File: config.mk
export PLATFORM = sky130hd
export DESIGN_NAME = mtmr_dualmap_top
export DESIGN_NICKNAME = d
export VERILOG_FILES = /design/src/rtl/mtmr_pkg.sv /design/src/rtl/mtmr_decode.sv /design/src/rtl/mtmr_counter.sv /design/src/rtl/mtmr_compare.sv /design/src/rtl/mtmr_dualmap_top.sv
export SDC_FILE = /design/constraint.sdc
export NUM_CORES = 1
export LEC_CHECK = 0
export BUFFER_PORTS_ARGS = -buffer_cell sky130_fd_sc_hd__buf_4
export CORE_ASPECT_RATIO = 1.2
export CORE_MARGIN = 4
export CORE_UTILIZATION = 60
export DETAILED_ROUTE_END_ITERATION = 7
export HOLD_SLACK_MARGIN = 0.06
export PLACE_DENSITY = 0.91
export SYNTH_ARGS = -nofsm -noshare
export SYNTH_HDL_FRONTEND = slang
export SYNTH_HIERARCHICAL = 1
export SYNTH_SLANG_ARGS = --single-unit
File: constraint.sdc
create_clock -name clk -period 4.71 [get_ports clk]
set_clock_uncertainty 0.15 [all_clocks]
set_input_delay 0.2355 -clock clk [delete_from_list [all_inputs] [get_ports clk]]
set_output_delay 0.2355 -clock clk [all_outputs]
set_load 0.02 [all_outputs]
File: src/rtl/mtmr_pkg.sv
package mtmr_pkg;
  typedef enum logic [2:0] {
    REG_NONE,
    REG_TIME_LO,
    REG_TIME_HI,
    REG_CMP_LO,
    REG_CMP_HI
  } reg_sel_e;
endpackage

File: src/rtl/mtmr_decode.sv
module mtmr_decode
  import mtmr_pkg::*;
#(
  parameter int unsigned ADDR_W = 32,
  parameter int unsigned TOP_W  = 8,
  parameter logic [TOP_W-1:0] LEG_TOP   = 8'h10,
  parameter logic [TOP_W-1:0] CLINT_TOP = 8'h02,
  parameter logic [ADDR_W-TOP_W-1:0] LEG_TIME_LO   = 'h000000,
  parameter logic [ADDR_W-TOP_W-1:0] LEG_CMP_LO    = 'h000004,
  parameter logic [ADDR_W-TOP_W-1:0] CL_CMP_LO     = 'h004000,
  parameter logic [ADDR_W-TOP_W-1:0] CL_CMP_HI     = 'h004004,
  parameter logic [ADDR_W-TOP_W-1:0] CL_TIME_LO    = 'h00BFF8,
  parameter logic [ADDR_W-TOP_W-1:0] CL_TIME_HI    = 'h00BFFC
) (
  input  logic [ADDR_W-1:0] addr,
  output logic              hit,
  output reg_sel_e          reg_sel
);
  localparam int unsigned OFF_W = ADDR_W - TOP_W;
  localparam int unsigned NUM_WIN = 2;
  localparam logic [TOP_W-1:0] WIN_TOP [NUM_WIN] = '{LEG_TOP, CLINT_TOP};

  logic [NUM_WIN-1:0] win_hit;
  logic [OFF_W-1:0]   off;

  assign off = addr[OFF_W-1:0];

  for (genvar w = 0; w < NUM_WIN; w++) begin : g_win
    assign win_hit[w] = (addr[ADDR_W-1 -: TOP_W] == WIN_TOP[w]);
  end

  assign hit = |win_hit;

  always_comb begin
    reg_sel = REG_NONE;
    if (win_hit[0]) begin
      unique case (off)
        LEG_TIME_LO: reg_sel = REG_TIME_LO;
        LEG_CMP_LO:  reg_sel = REG_CMP_LO;
        default:     reg_sel = REG_NONE;
      endcase
    end else if (win_hit[1]) begin
      unique case (off)
        CL_CMP_LO:  reg_sel = REG_CMP_LO;
        CL_CMP_HI:  reg_sel = REG_CMP_HI;
        CL_TIME_LO: reg_sel = REG_TIME_LO;
        CL_TIME_HI: reg_sel = REG_TIME_HI;
        default:    reg_sel = REG_NONE;
      endcase
    end
  end
endmodule

File: src/rtl/mtmr_counter.sv
module mtmr_counter #(
  parameter int unsigned HALF_W = 32
) (
  input  logic                  clk,
  input  logic                  rst,
  input  logic                  wr_lo,
  input  logic                  wr_hi,
  input  logic [HALF_W-1:0]     wdata,
  output logic [2*HALF_W-1:0]   count
);
  localparam int unsigned CNT_W = 2 * HALF_W;

  always_ff @(posedge clk) begin
    if (rst) begin
      count <= '0;
    end else if (wr_lo) begin
      count[HALF_W-1:0] <= wdata;
    end else if (wr_hi) begin
      count[CNT_W-1:HALF_W] <= wdata;
    end else begin
      count <= count + CNT_W'(1);
    end
  end
endmodule

File: src/rtl/mtmr_compare.sv
module mtmr_compare #(
  parameter int unsigned HALF_W = 32
) (
  input  logic                  clk,
  input  logic                  rst,
  input  logic                  wr_lo,
  input  logic                  wr_hi,
  input  logic [HALF_W-1:0]     wdata,
  input  logic [2*HALF_W-1:0]   time_in,
  output logic [2*HALF_W-1:0]   cmp,
  output logic                  irq
);
  localparam int unsigned CNT_W = 2 * HALF_W;

  always_ff @(posedge clk) begin
    if (rst) begin
      cmp <= '1;
      irq <= 1'b0;
    end else begin
      if (wr_lo) cmp[HALF_W-1:0] <= wdata;
      if (wr_hi) cmp[CNT_W-1:HALF_W] <= wdata;
      irq <= (time_in >= cmp);
    end
  end
endmodule

File: src/rtl/mtmr_dualmap_top.sv
module mtmr_dualmap_top
  import mtmr_pkg::*;
#(
  parameter int unsigned ADDR_W = 32,
  parameter int unsigned DATA_W = 32
) (
  input  logic              clk,
  input  logic              rst,
  input  logic              req_sel,
  input  logic              req_we,
  input  logic [ADDR_W-1:0] req_addr,
  input  logic [DATA_W-1:0] req_wdata,
  output logic              rsp_valid,
  output logic [DATA_W-1:0] rsp_rdata,
  output logic              timer_irq
);
  localparam int unsigned CNT_W = 2 * DATA_W;

  logic             win_hit;
  reg_sel_e         reg_sel;
  logic             accept;
  logic             time_wr_lo, time_wr_hi, cmp_wr_lo, cmp_wr_hi;
  logic [CNT_W-1:0] mtime;
  logic [CNT_W-1:0] mtimecmp;
  logic [DATA_W-1:0] rd_mux;

  mtmr_decode #(.ADDR_W(ADDR_W)) u_dec (
    .addr    (req_addr),
    .hit     (win_hit),
    .reg_sel (reg_sel)
  );

  assign accept     = req_sel && win_hit;
  assign time_wr_lo = accept && req_we && (reg_sel == REG_TIME_LO);
  assign time_wr_hi = accept && req_we && (reg_sel == REG_TIME_HI);
  assign cmp_wr_lo  = accept && req_we && (reg_sel == REG_CMP_LO);
  assign cmp_wr_hi  = accept && req_we && (reg_sel == REG_CMP_HI);

  mtmr_counter #(.HALF_W(DATA_W)) u_cnt (
    .clk   (clk),
    .rst   (rst),
    .wr_lo (time_wr_lo),
    .wr_hi (time_wr_hi),
    .wdata (req_wdata),
    .count (mtime)
  );

  mtmr_compare #(.HALF_W(DATA_W)) u_cmp (
    .clk     (clk),
    .rst     (rst),
    .wr_lo   (cmp_wr_lo),
    .wr_hi   (cmp_wr_hi),
    .wdata   (req_wdata),
    .time_in (mtime),
    .cmp     (mtimecmp),
    .irq     (timer_irq)
  );

  always_comb begin
    unique case (reg_sel)
      REG_TIME_LO: rd_mux = mtime[DATA_W-1:0];
      REG_TIME_HI: rd_mux = mtime[CNT_W-1:DATA_W];
      REG_CMP_LO:  rd_mux = mtimecmp[DATA_W-1:0];
      REG_CMP_HI:  rd_mux = mtimecmp[CNT_W-1:DATA_W];
      default:     rd_mux = '0;
    endcase
  end

  always_ff @(posedge clk) begin
    if (rst) begin
      rsp_valid <= 1'b0;
      rsp_rdata <= '0;
    end else begin
      rsp_valid <= accept;
      rsp_rdata <= (accept && !req_we) ? rd_mux : '0;
    end
  end
endmodule

==> metrics.csv, run 1 <==
stage,metric,value,unit
clock_network,CTS Buf Count,17,
worst_setup_path,RR Startpoint,u_cnt/count[0]$_SDFFE_PP0P_,
logic_synthesis,Synth Flop Type,dfxtp_1,
layout,Ant. Diodes,0,
routing,DR WL/cell,20.2,um
outcome,status,"finished, final reports clean",
grt,Global Route Usage Sum,32.3,%
layout,"commonest non-fill, non-tap cell in the layout",dfxtp_1,
clock_network,clock-pin transition on the worst setup and hold timing paths,0.06,ns
logic_synthesis,Area contributors post-synth,"dfxtp_1, ha_1, a21oi_1, o211ai_1, nand2_1",
timing,Pins Over Slew Limit,0,
place,Post-DP HPWL,20700,um
routing,Avg Vias per Cell,6.68,
logic_synthesis,Mapped Cells,1213,
timing,setup tns final,0,ns
power,Final Total Pwr,3.02,mW
worst_setup_path,CP max FO,54,
floorplanning,Starting Density,60.9,%
clock_network,clock root cell,clkbuf_16,
logic_synthesis,mapped cell area,0.00988,mm2
clock_network,post-CTS sizing,0,
grt,GRT overflow,0,
worst_setup_path,crit path capture type,flop,
place,GPL Wtd Cong,0.968,
logic_synthesis,warnings from Yosys,6,
timing,Final Cycle Share,75.3,%
clock_network,H-tree depth,4,
worst_setup_path,Critical Path RT,4.87,ns
logic_synthesis,async set or reset register ratio after synthesis,0,%
floorplanning,area of the core,0.0162,mm2
layout,highest-count cells in the layout ignoring fill and taps,"dfxtp_1, nand2_1, buf_4",
timing,minimum clock period,3.55,ns
timing,RSZ-0062 raised after global routing,false,
routing,total wire length,30800,um
grt,vias in the first global route,9872,
floorplanning,die width,125,um
timing,FMAX,0.282,GHz
clock_network,CTS tree,yes,
min_path,hold endpoint,u_cnt/count[15]$_SDFFE_PP0P_,
power,Max IR drop VDD,0.000243,V
logic_synthesis,Synth cell types,81,
logic_synthesis,Synth top area share,32.8,%
worst_setup_path,critical path data arrival time,3.71,ns
worst_setup_path,RR Endpoint,u_cnt/count[38]$_SDFFE_PP0N_,
clock_network,clock buffer depth,2,
floorplanning,IO Count,102,
power,pwr dens,259,mW/mm2
logic_synthesis,Mapped Nets,1346,
routing,DRC violations left,0,
floorplanning,full die area,0.0186,mm2
routing,antenna-violating nets left,0,
power,Static Leak,4.96,nW
routing,initial DRC count,1205,
job,Max Cap Viol,0,
timing,Final Hold Viols,0,
logic_synthesis,cell taking the most area after synthesis,dfxtp_1,
worst_setup_path,Register-to-Register Path Depth,7,
layout,fraction of layout cells with a size suffix above 1,14.0,%
logic_synthesis,"EDFF count, synth",0,
worst_setup_path,reg2reg setup slack,1.73,ns
layout,area of the multi-input gates,0.00603,mm2
floorplanning,Die Ht,149,um
floorplanning,Core Rows,51,
layout,nets@finish,1432,
layout,sequential cell area,0.00324,mm2
worst_setup_path,CP Launch Type,primary input,
layout,P&R area growth vs syn,18.0,%
min_path,Hold Crit Depth,2,
min_path,min-delay src,rst,
routing,via count,10200,
logic_synthesis,Yosys reg bits,162,
logic_synthesis,Post-Syn Area per Cell,8.14,um2
grt,first-pass GRT wire length,49400,um
min_path,HP Class,in2reg,
timing,fin worst setup slack,1.16,ns
worst_setup_path,kind of critical path,in2reg,
logic_synthesis,sequential cell area fraction in the yosys report,32.8,%
layout,Final Util,71.9,%
timing,worst-margin pin slew,1.18,ns
clock_network,clk sinks,162,
place,dpl ws,0.841,ns
grt,largest net degree at the start of global routing,76,
layout,Fillers,1221,
routing,DR pass1 iterations,5,
place,PortBufs,101,
timing,Slew headroom,21.5,%
timing,final setup fails,0,
clock_network,latest clock arrival within the worst-skew pair,0.43,ns
grt,initial antenna violation count,0,
[report_power, final]
part	internal (mW)	switching, mW
Clock	0.942	0.555
Sequential	1.37	0.00988
Combinational	0.0698	0.0724
Total	2.39	0.637
[area by class of cell]
type	count	area share [%]
inverter	72	2.32
timing repair buffer	148	10.4
tap	212	2.28
sequential	162	27.8
clock buffer	23	4.19
multi-input combinational	898	51.7
clock inverter	9	1.30
[cell usage after synthesis (all sizes together) (12+ instances only)]
cell	count
buf	29
o21ai	25
a32oi	32
ha	65
o211ai	67
mux2i	16
xnor2	18
inv	72
xor2	13
nor4	24
a21oi	103
nor3	24
dfxtp	162
nand2	131
nor2b	46
clkbuf	52
and3	15
a31oi	12
a22oi	39
a211oi	16
nand4	40
nand3	35
nor2	72
[critical path, stage by stage]
cell,delay (ns)
buf_4,0.11
or3_1,0.38
or4_4,0.55
o22ai_1,0.17
a21o_1,0.28
nor2b_2,0.22
nor2b_4,0.16
buf_4,0.49
or2_2,0.48
nor4_1,0.10
and3_1,0.22
or3_1,0.29
[cells by family (layout without fill, tap and decap cells)]
family | Yosys count | after routing | synth area share, %
XOR/XNOR | 31 | 31 | 2.75
multiplexers | 17 | 17 | 1.74
AND/OR/NAND/NOR | 445 | 445 | 24.5
flip-flops | 162 | 162 | 32.8
buffers and inverters | 153 | 252 | 6.46
adder cells (fa/ha/maj) | 65 | 65 | 8.23
AO/OA/AOI/OAI | 340 | 340 | 23.5
[sequential cells by signal (all words and copies together), names as in the netlist]
| signal | cells |
|---|---|
| u_cmp/cmp | 64 |
| u_cmp/irq | 1 |
| u_cnt/count | 64 |
| rsp_rdata | 32 |
| rsp_valid | 1 |
[layer usage]
metal	vias to the layer above	part of all wire, %	global-route usage, %
met3	131	7.9	6.32
met1	4782	38	37.7
met4	0	4.8	18.6
met2	624	49	55.5
met5	-	0	0
li1	4645	-	-
[stage by stage]
step	instance area, um2	instances	hold WS [ns]
after floorplan	9880	1213	0.157
after global placement	10700	1458	0.323
after detailed placement	10700	1458	0.336
after CTS	11700	1524	0.219
after global routing	11700	1524	0.245
final	11700	1524	0.240
[worst max path at each step]
stage | startpoint | end | slack, ns | depth (start not counted)
3_5_place_dp | req_addr[14] | u_cnt/count[60]$_SDFFE_PP0N_ | 0.84 | 12
6_report | req_addr[14] | u_cnt/count[60]$_SDFFE_PP0N_ | 1.16 | 12
2_1_floorplan | req_addr[14] | u_cnt/count[25]$_SDFFE_PP0P_ | 1.04 | 13
5_1_grt | req_addr[14] | u_cnt/count[60]$_SDFFE_PP0N_ | 1.07 | 12
4_1_cts | req_addr[14] | u_cnt/count[60]$_SDFFE_PP0N_ | 1.26 | 12
3_3_place_gp | req_addr[14] | u_cnt/count[60]$_SDFFE_PP0N_ | 0.88 | 12
[what timing repair did]
action                                 4_1_cts  5_1_grt
buffers inserted                             0        0
hold buffers                                34        0
endpoints found under the hold margin      117        0
Note: power is estimated with default switching activity, not from simulation.
==> run 2: changes to the inputs <==
--- a/config.mk
+++ b/config.mk
@@ -5,13 +5,14 @@
 export SDC_FILE = /design/constraint.sdc
 export NUM_CORES = 1
 export LEC_CHECK = 0
+export ABC_AREA = 1
 export BUFFER_PORTS_ARGS = -buffer_cell sky130_fd_sc_hd__buf_4
 export CORE_ASPECT_RATIO = 1.2
 export CORE_MARGIN = 4
-export CORE_UTILIZATION = 60
+export CORE_UTILIZATION = 61
 export DETAILED_ROUTE_END_ITERATION = 7
 export HOLD_SLACK_MARGIN = 0.06
-export PLACE_DENSITY = 0.91
+export PLACE_DENSITY = 0.92
 export SYNTH_ARGS = -nofsm -noshare
 export SYNTH_HDL_FRONTEND = slang
 export SYNTH_HIERARCHICAL = 1
==> constraint.sdc (replaced) <==
create_clock -name clk -period 3.57 [get_ports clk]
set_clock_uncertainty 0.15 [all_clocks]
set_input_delay 0.1785 -clock clk [delete_from_list [all_inputs] [get_ports clk]]
set_output_delay 0.1785 -clock clk [all_outputs]
set_load 0.02 [all_outputs]
==> run 2 against run 1 <==
Effect of this change: core utilization up 0.33 points; non-clock buffer count is 6 higher; combinational power rose by 44%; sequential power grew 31%; sequential cell count did not move; hold slack got worse by 0.11 ns; cell area grew 9.7%; global-route usage grew 5.8 points; clock power is 21% higher; synthesized cell count grew 45%.
==> metrics.csv, run 2 <==
stage,metric,value,unit,change
layout,nets@finish,1978,,+38%
logic_synthesis,Synth top area share,29.2,%,-3.6 points
worst_setup_path,CP max FO,27,,-50%
worst_setup_path,critical path data arrival time,2.96,ns,-0.75 ns
clock_network,H-tree depth,4,,unchanged
timing,Final Cycle Share,78.5,%,
logic_synthesis,Synth Flop Type,dfxtp_1,,
layout,Ant. Diodes,0,,unchanged
clock_network,CTS Buf Count,17,,unchanged
logic_synthesis,async set or reset register ratio after synthesis,0,%,unchanged
power,Comb pwr share,5.3,%,+0.6 points
clock_network,clock buffer depth,2,,unchanged
routing,Avg Vias per Cell,6.12,,-8.4%
timing,setup tns final,0,ns,unchanged
worst_setup_path,most numerous cell on the critical path,nand2_1,,
floorplanning,Die Ht,156,um,+4.9%
worst_setup_path,CP Launch Type,primary input,,
clock_network,clk sinks,162,,unchanged
grt,initial antenna violation count,0,,unchanged
layout,"commonest non-fill, non-tap cell in the layout",nand2_1,,
logic_synthesis,Synth cell types,44,,-46%
floorplanning,Core Rows,53,,+3.9%
worst_setup_path,critical path buffer and inverter count,5,,+3
floorplanning,area of the core,0.0177,mm2,+9.2%
timing,final setup fails,0,,unchanged
worst_setup_path,Worst path max stage delay,0.43,ns,-0.12 ns
logic_synthesis,Area contributors post-synth,"dfxtp_1, nand2_1, nor2_1, ha_1, inv_1",,
grt,vias in the first global route,12100,,+22%
timing,minimum clock period,2.80,ns,
min_path,HP Class,in2reg,,
logic_synthesis,Mapped Cells,1754,,+45%
outcome,status,"finished, final reports clean",,
timing,FMAX,0.357,GHz,
grt,Global Route Usage Sum,38.1,%,+5.8 points
timing,Slew headroom,31.7,%,+10 points
floorplanning,Starting Density,62.7,%,+1.7 points
layout,fraction of layout cells with a size suffix above 1,11.8,%,-2.2 points
power,Clock Power Share,47.2,%,-2.3 points
logic_synthesis,cell taking the most area after synthesis,dfxtp_1,,
layout,P&R area growth vs syn,15.2,%,
worst_setup_path,Critical Path RT,3.72,ns,-1.15 ns
logic_synthesis,top-count cell post-synth,nand2_1,,
power,pwr dens,299,mW/mm2,+15%
floorplanning,full die area,0.0204,mm2,+9.9%
power,sequential share of power,47.4,%,+1.6 points
logic_synthesis,mapped cell area,0.0111,mm2,+12%
routing,DRC violations left,0,,unchanged
logic_synthesis,sequential cell area fraction in the yosys report,29.2,%,-3.6 points
worst_setup_path,Crit path max-delay family,simple AND/OR/NAND/NOR gates,,
grt,largest net degree at the start of global routing,67,,-12%
routing,DR WL/cell,19.1,um,-5.5%
clock_network,latest clock arrival within the worst-skew pair,0.43,ns,about the same
logic_synthesis,Mapped Nets,1887,,+40%
place,PortBufs,101,,unchanged
routing,total wire length,39700,um,+29%
place,Cells after DPL,2013,,+38%
place,Post-DP HPWL,27800,um,+34%
timing,worst-margin pin slew,1.02,ns,-0.155 ns
clock_network,CTS tree,yes,,
logic_synthesis,warnings from Yosys,6,,unchanged
timing,fin worst setup slack,0.769,ns,-0.393 ns
logic_synthesis,Yosys reg bits,162,,unchanged
clock_network,clock root cell,clkbuf_16,,
timing,hold_ws,0.126,ns,-0.114 ns
timing,Final Hold Viols,0,,unchanged
routing,via count,12700,,+25%
logic_synthesis,Post-Syn Area per Cell,6.33,um2,-22%
power,sw frac,24.5,%,+3.5 points
power,Static Leak,6.12,nW,+24%
clock_network,clock-pin transition on the worst setup and hold timing paths,0.07,ns,about the same
layout,highest-count cells in the layout ignoring fill and taps,"nand2_1, nor2_1, inv_1",,
worst_setup_path,"Cell Chain, Critical Path","buf_4, nor2_1, nand2_1, nor2_4, nand3_2, nand2_1, nand2_1, nand2_1, inv_4, nor4_2, buf_4, nor2_2, inv_2, o21ai_0, o21ai_0, inv_1",,
place,dpl ws,0.655,ns,-0.186 ns
timing,Pins Over Slew Limit,0,,unchanged
floorplanning,die width,131,um,+4.8%
clock_network,# Post-CTS Setup Buffers,0,,unchanged
layout,final non-filler cell total,2078,,+36%
power,internal power,2.89,mW,+21%
routing,DR pass1 iterations,6,,+1
grt,GRT overflow,0,,unchanged
job,Max Cap Viol,0,,unchanged
place,GPL Wtd Cong,1.03,,+5.9%
worst_setup_path,kind of critical path,in2reg,,
power,Psw,0.938,mW,+47%
power,Max IR drop VDD,0.000306,V,+26%
timing,RSZ-0062 raised after global routing,false,,
grt,first-pass GRT wire length,62900,um,+27%
routing,initial DRC count,1602,,+33%
layout,Top Registers,"u_cmp/cmp: 64 flops, u_cnt/count: 64 flops, rsp_rdata: 32 flops",,
logic_synthesis,most frequent cells after synthesis,"nand2_1, nor2_1, inv_1",,
routing,antenna-violating nets left,0,,unchanged
worst_setup_path,CP max-delay cell,buf_4,,
floorplanning,IO Count,102,,unchanged
logic_synthesis,"EDFF count, synth",0,,unchanged
worst_setup_path,crit path capture type,flop,,
-- run 2: cell count changes in the layout (fill, tap and decap cells not counted), moves of 42 or more --
cell,delta
o21ai_0,+79
nand3_1,+87
nor2_1,+164
inv_1,+127
o211ai_1,-67
nand2_1,+302
nor2b_1,-42
-- run 2: layout make-up --
class,count,area (um2)
sequential,162,3240
clock buffer,19,433
timing repair buffer,154,1240
multi-input combinational,1305,6700
clock inverter,13,125
fill,1478,4910
tap,220,275
inverter,205,772
-- run 2: layer usage --
layer	vias to the layer above	wire length [um]	part of all wire (%)	GRT usage, %
li1	5933	-	-	-
met1	5819	15400	39	46.9
met2	807	18800	47	65.2
met3	158	3510	8.8	5.81
met4	0	1970	5.0	19.9
met5	-	0	0	0
-- run 2: path summary, 6_finish.rpt --
check	startpoint	to	slack [ns]	depth (start not counted)
hold / removal	rst	u_cmp/irq$_SDFF_PP0_	0.13	2
setup reg to reg	u_cnt/count[26]$_SDFFE_PP0P_	u_cnt/count[37]$_SDFFE_PP0N_	0.98	9
hold reg to reg	u_cmp/cmp[57]$_SDFFE_PP1P_	u_cmp/cmp[57]$_SDFFE_PP1P_	0.34	2
setup / recovery	req_addr[23]	u_cnt/count[0]$_SDFFE_PP0P_	0.77	16
-- run 2: repair_timing --
item,in CTS,in global routing
gates resized for setup,0,0
hold endpoints to repair,128,0
hold buffers,33,0
endpoints found under the setup margin,0,0
-- run 2: logic make-up after synthesis --
family | Yosys count | share of synthesized area [%]
adders and majority gates | 65 | 7.33
and+or+nand+nor | 928 | 36.9
AOI/OAI and AO/OA | 297 | 14.7
DFF | 162 | 29.2
buffers and inverters | 287 | 10.7
xor gates and xnor gates | 15 | 1.18
-- run 2: metrics by stage --
stage | utilization, % | power (mW) | cell area (um2)
2_1_floorplan | - | 1.93 | 11100
3_3_place_gp | 67.2 | 2.02 | 11900
3_5_place_dp | 67.2 | 2.02 | 11900
4_1_cts | 72.2 | 3.83 | 12800
5_1_grt | 72.2 | 3.93 | 12800
6_report | 72.2 | 3.83 | 12800
-- run 2: power by group through the flow --
stage                     clock, mW  sequential [mW]  combinational (mW)
final                          1.81             1.81               0.204
after global routing           1.89             1.81               0.222
after CTS                      1.81             1.81               0.198
after detailed placement          0             1.86               0.168
after global placement            0             1.86               0.164
after floorplan                   0             1.85              0.0725
